===== src/rtl/host_slave_port.sv =====
module host_slave_port #(
  parameter int DATA_W      = 8,
  parameter int SYNC_STAGES = 2
) (
  input  logic              clk,
  input  logic              rst_n,
  input  logic              port_en,
  input  logic              ext_cs_n,
  input  logic              ext_rd_n,
  input  logic              ext_wr_n,
  input  logic [DATA_W-1:0] ext_data_i,
  output logic [DATA_W-1:0] ext_data_o,
  output logic              ext_data_oe,
  input  logic              loc_out_we,
  input  logic [DATA_W-1:0] loc_out_data,
  input  logic              loc_in_ack,
  output logic [DATA_W-1:0] loc_in_data,
  input  logic              loc_event_clr,
  input  logic              loc_overrun_clr,
  output logic              in_full,
  output logic              out_full,
  output logic              in_overrun,
  output logic              port_event
);

  localparam int LAST = SYNC_STAGES - 1;

  logic [LAST:0] cs_sh, rd_sh, wr_sh;
  logic rd_prev, wr_prev;
  logic [DATA_W-1:0] wr_hold, in_q, out_q;

  always_ff @(posedge clk or negedge rst_n) begin
    if (!rst_n) begin
      cs_sh <= '1;
      rd_sh <= '1;
      wr_sh <= '1;
    end else begin
      cs_sh <= {cs_sh[LAST-1:0], ext_cs_n};
      rd_sh <= {rd_sh[LAST-1:0], ext_rd_n};
      wr_sh <= {wr_sh[LAST-1:0], ext_wr_n};
    end
  end

  wire rd_on   = port_en & ~cs_sh[LAST] & ~rd_sh[LAST];
  wire wr_on   = port_en & ~cs_sh[LAST] & ~wr_sh[LAST];
  wire rd_done = port_en & rd_prev & ~rd_on;
  wire wr_done = port_en & wr_prev & ~wr_on;

  always_ff @(posedge clk or negedge rst_n) begin
    if (!rst_n) begin
      rd_prev    <= 1'b0;
      wr_prev    <= 1'b0;
      wr_hold    <= '0;
      in_q       <= '0;
      out_q      <= '0;
      in_full    <= 1'b0;
      out_full   <= 1'b0;
      in_overrun <= 1'b0;
      port_event <= 1'b0;
    end else begin
      rd_prev <= rd_on;
      wr_prev <= wr_on;
      if (wr_on) wr_hold <= ext_data_i;
      if (wr_done) in_q <= wr_hold;
      if (loc_out_we) out_q <= loc_out_data;

      if (wr_done) in_full <= 1'b1;
      else if (loc_in_ack) in_full <= 1'b0;

      if (loc_out_we) out_full <= 1'b1;
      else if (rd_done) out_full <= 1'b0;

      if (wr_done && in_full && !loc_in_ack) in_overrun <= 1'b1;
      else if (loc_overrun_clr) in_overrun <= 1'b0;

      if (wr_done || rd_done) port_event <= 1'b1;
      else if (loc_event_clr) port_event <= 1'b0;
    end
  end

  assign ext_data_oe = rd_on;
  assign ext_data_o  = out_q;
  assign loc_in_data = in_q;

endmodule


===== config.mk =====
export PLATFORM = sky130hd
export DESIGN_NAME = host_slave_port
export DESIGN_NICKNAME = d
export VERILOG_FILES = /design/src/rtl/host_slave_port.sv
export SDC_FILE = /design/constraint.sdc
export NUM_CORES = 1
export LEC_CHECK = 0
export ABC_AREA = 0
export CORE_MARGIN = 5
export CORE_UTILIZATION = 35
export CTS_BUF_LIST = sky130_fd_sc_hd__clkbuf_8
export DETAILED_ROUTE_END_ITERATION = 6
export PLACE_DENSITY_LB_ADDON = 0.08
export SETUP_SLACK_MARGIN = 0.15
export SLEW_MARGIN = 20
export SYNTH_ARGS = -nofsm -noshare
export SYNTH_HDL_FRONTEND = slang
export SYNTH_SLANG_ARGS = --single-unit

===== constraint.sdc =====
create_clock -name clk -period 1.5 [get_ports clk]
set_input_delay 0.375 -clock clk [delete_from_list [all_inputs] [get_ports clk]]
set_output_delay 0.375 -clock clk [all_outputs]
set_load 0.05 [all_outputs]

# Word-level counts from Yosys, hierarchy flattened
# Cells that the tools add are included.
# Widths: inputs -> output; s select.
# totals
out_inout_bits,21
in_bits,26
word_cells,40
regBits,36
# classes
n_reduce_logical,8
n_bitwise,12
muxes,8
# op_table
cell,n
$mux 1,8
$reduce_bool 2->1,4
$and 1x1->1,7
$not 1->1,5
$logic_and 1x1->1,2
$logic_not 1->1,1
$logic_or 1x1->1,1

# Logic depth before layout (Yosys ltp)
# depth
depth_word,8
ltp_mapped,3
ltp_nobuf,2

# Worst setup path after synthesis
# Ideal clock, no wire load.
# synth_timing
path_type,flip-flop to output port
start,reg cs_sh[1]
end,out ext_data_oe
n_path_buf,0
t_arrival_ps,1565
path_stages_with_launch,2
slack_ps,-440
path_cell_list,dfstp_2 nor3b_1
# synth_between
elab_chain_len,3
# synth_lines
item,line,text
from (decl),28,"logic [LAST:0] cs_sh, rd_sh, wr_sh;"
from (signal assigned),38,"cs_sh <= {cs_sh[LAST-1:0], ext_cs_n};"
$not 1->1,44,wire rd_on = port_en & ~cs_sh[LAST] & ~rd_sh[LAST];
$and 1x1->1 (2 in a row),44,
to (decl),13,"output logic ext_data_oe,"
# Every way passes these cells.

# Worst setup path after layout
# layout_timing
start,reg rd_sh[1]
end,out ext_data_oe
# layout_between
elab_chain_len,2
# layout_lines
item,line,text
from (decl),28,
from (signal assigned),39,"rd_sh <= {rd_sh[LAST-1:0], ext_rd_n};"
$not 1->1,44,
$and 1x1->1,44,
# Every way passes these cells.

==> flow_metrics.tcl <==
set metrics [dict create \
    post-place-ws_ns -0.261 \
    synth_top_flop_cell "dfrtp_1" \
    hp-class "primary input to asynchronous set/reset pin" \
    worstSkewPairLatency_ns 0.28 \
    synthArstFlopShare 1.00 \
    fin_crit_ns 1.44 \
    startpoint "rd_sh[1]" \
    finalSetupViolCount 0 \
    fmax_mhz 696 \
    drt_iter0_drc 15 \
    dp_hpwl_um 1900 \
    first_pass_iters 3 \
    fp.dieH_um 71.2 \
    placedCellCount 171 \
    rows 22 \
    numCtsBuffers 5 \
    cp-start-kind "register" \
    grt_pass1_vias 893 \
    grt_max_degree 37 \
    drt-met1-wl_um 1030 \
    worst_clock_skew_ns 0.00735 \
    start_util 0.361 \
    antenna_cells_inserted 0 \
    wl_um 2660 \
    coreArea_um2 3630 \
    place_congestion 0.677 \
    tightest_slew_ns 0.435 \
    rr_startpoint "cs_sh[1]" \
    via_per_inst 4.45 \
    slew_headroom 0.710 \
    syn2layout_area_growth_pct 71.8 \
    finalNonFillerCells 182 \
    io_buffer_count 46 \
    drive_gt1_frac 0.530 \
    yosys_warnings 0 \
    drcViolationCount 0 \
    avgSynthCellArea_um2 17.7 \
    critPathRequiredTime_ns 1.12 \
    cellLeakagePower_nw 1.02 \
    grt.total_usage 0.112 \
    cts_root_buf "clkbuf_8" \
    synth_top_area_frac 0.573 \
    ys_types 16 \
    fin_crit_sh 0.958 \
    rsz0062_at_grt "yes" \
    synth_area_leader_cell "dfrtp_1" \
    crit_buf_inv 1 \
    status "finished clean" \
    crit_arrival_ns 1.06 \
    wl_met3_um 196 \
    finalWorstSetupSlack_ns 0.0631 \
    vias 810 \
    powerDensity_nw_per_um2 1390 \
    synth-edff-count 0 \
    cts_max_level 2 \
    power.total_mw 3.13 \
    cts_tree "yes" \
    die-area_um2 5070 \
    synth_seq_cells 36 \
    cp_slowest_cell "dfstp_2" \
    path_cells "nor3b_4, buf_12" \
    cap_violations 0 \
    peakVddDrop_uv 755 \
    clkSlewWorstSetupHoldPaths_ns 0.07 \
    cts.sinks 36 \
    slew_viol_final 0 \
    ios 47 \
    grt_antenna_before_repair 0 \
    crit_family "flip-flops" \
    synthesis.nets 100 \
    critPathKind "register to output port" \
    crit_fanout 2 \
    clock_path_buffers 2 \
    ys_seq_area_frac 0.693 \
    netlist_top_cells_area "dfrtp_1 57%, mux2_2 15%, dfstp_2 12%" \
    crit_path_end_kind "output port" \
    hold_viol 0 \
    cpPeakStageDelay_ns 0.38 \
    nets 159 \
    die_w_um 71.2 \
    netlist_area_um2 1310 \
    wl_per_cell_um 14.6 \
    grt_overflow_total 0 \
    syn_inst 74 \
    highest_layer "met4" \
    ant_nets 0 \
    wl_met2_um 1420 \
    grt_pass1_wl_um 4300 \
]
where the power goes:
group / switching [mW] / internal [mW] / leakage (nW)
sequential: 0.145 / 1.13 / 0.424
clock: 0.310 / 0.412 / 0.0557
combinational: 0.499 / 0.630 / 0.539
total: 0.955 / 2.17 / 1.02
final cells by class:
cell class | instances | area [µm²]
Inverter | 1 | 3.75
Fill cell | 317 | 1380
Tap cell | 48 | 60.1
Clock inverter | 1 | 3.75
Timing Repair Buffer | 55 | 761
Sequential cell | 36 | 908
Multi-Input combinational cell | 34 | 419
Clock buffer | 7 | 96.3
Yosys cell counts (2+ instances only):
cell	number
buf_6	2
dfrtp_1	30
dfstp_2	6
mux2_2	17
mux2_4	7
nand2b_1	2
path summary, 6_finish.rpt:
check	slack, ns	endpoint	depth (start not counted)
worst max register to register	0.13	loc_in_data[4]	4
max in group asynchronous	1.04	wr_sh[0]	2
worst min register to register	0.36	wr_sh[1]	0
worst min-delay path	0.12	wr_hold[0]	2
worst max-delay path	0.06	ext_data_oe	2
min in group clk	0.36	wr_sh[1]	0
per-layer routing:
metal / vias to the layer above / GRT usage
li1: 373 / -
met1: 408 / 0.124
met2: 27 / 0.183
met3: 2 / 0.0575
met4: 0 / 0.0438
met5: - / 0
placed cells by master, fill, tap and decap left out:
cell type / n
mux2_4: 15
nand2_1: 1
o211ai_2: 1
clkdlybuf4s50_1: 23
o22ai_1: 1
a21o_1: 1
nand3_1: 1
inv_1: 2
o211ai_1: 1
clkbuf_8: 7
nor3b_4: 2
clkdlybuf4s15_1: 1
mux2_2: 9
dfstp_2: 6
buf_12: 22
dfrtp_1: 30
nand2b_1: 2
buf_6: 4
buf_4: 4
buf_2: 1
worst register-to-register path, stage by stage, from the launching register on:
cell and delay (ns):
dfstp_2 0.56, buf_6 0.12, o211ai_2 0.11, buf_12 0.17, mux2_4 0.29
state kept, by name, indices dropped and copies added, names as in the netlist:
signal       flops
cs_sh            2
port_event       1
wr_prev          1
wr_sh            2
ext_data_o       8
loc_in_data      8
rd_prev          1
wr_hold          8
rd_sh            2
in_full          1
out_full         1
in_overrun       1
kinds of logic after synthesis:
| group | Yosys count | synth area share |
|---|---|---|
| flip-flops | 36 | 0.693 |
| multiplexers | 24 | 0.226 |
| AND/OR/NAND/NOR | 6 | 0.0315 |
| AO/OA/AOI/OAI | 4 | 0.0258 |
| buffers and inverters | 4 | 0.0238 |
through the flow:
step / utilization / instance area, µm² / TNS [ns] / hold slack, ns
detailed placement: 0.572 / 2080 / -3.32 / 0.348
floorplan: - / 1320 / 0 / 0.0794
global route: 0.620 / 2250 / 0 / 0.157
CTS: 0.601 / 2180 / 0 / 0.126
global placement: 0.572 / 2080 / -3.23 / 0.346
finish: 0.620 / 2250 / 0 / 0.121
what timing repair did:
| action | 4_1_cts | 5_1_grt |
|---|---|---|
| gates resized for setup | 1 | 15 |
| setup endpoints to repair | 9 | 18 |
| cloned | 0 | 1 |
| pin swaps | 0 | 1 |
| endpoints found under the hold margin | 0 | 0 |
| hold buffers | 0 | 0 |
| buffers inserted | 1 | 1 |
(Power assumes the default switching activity.)
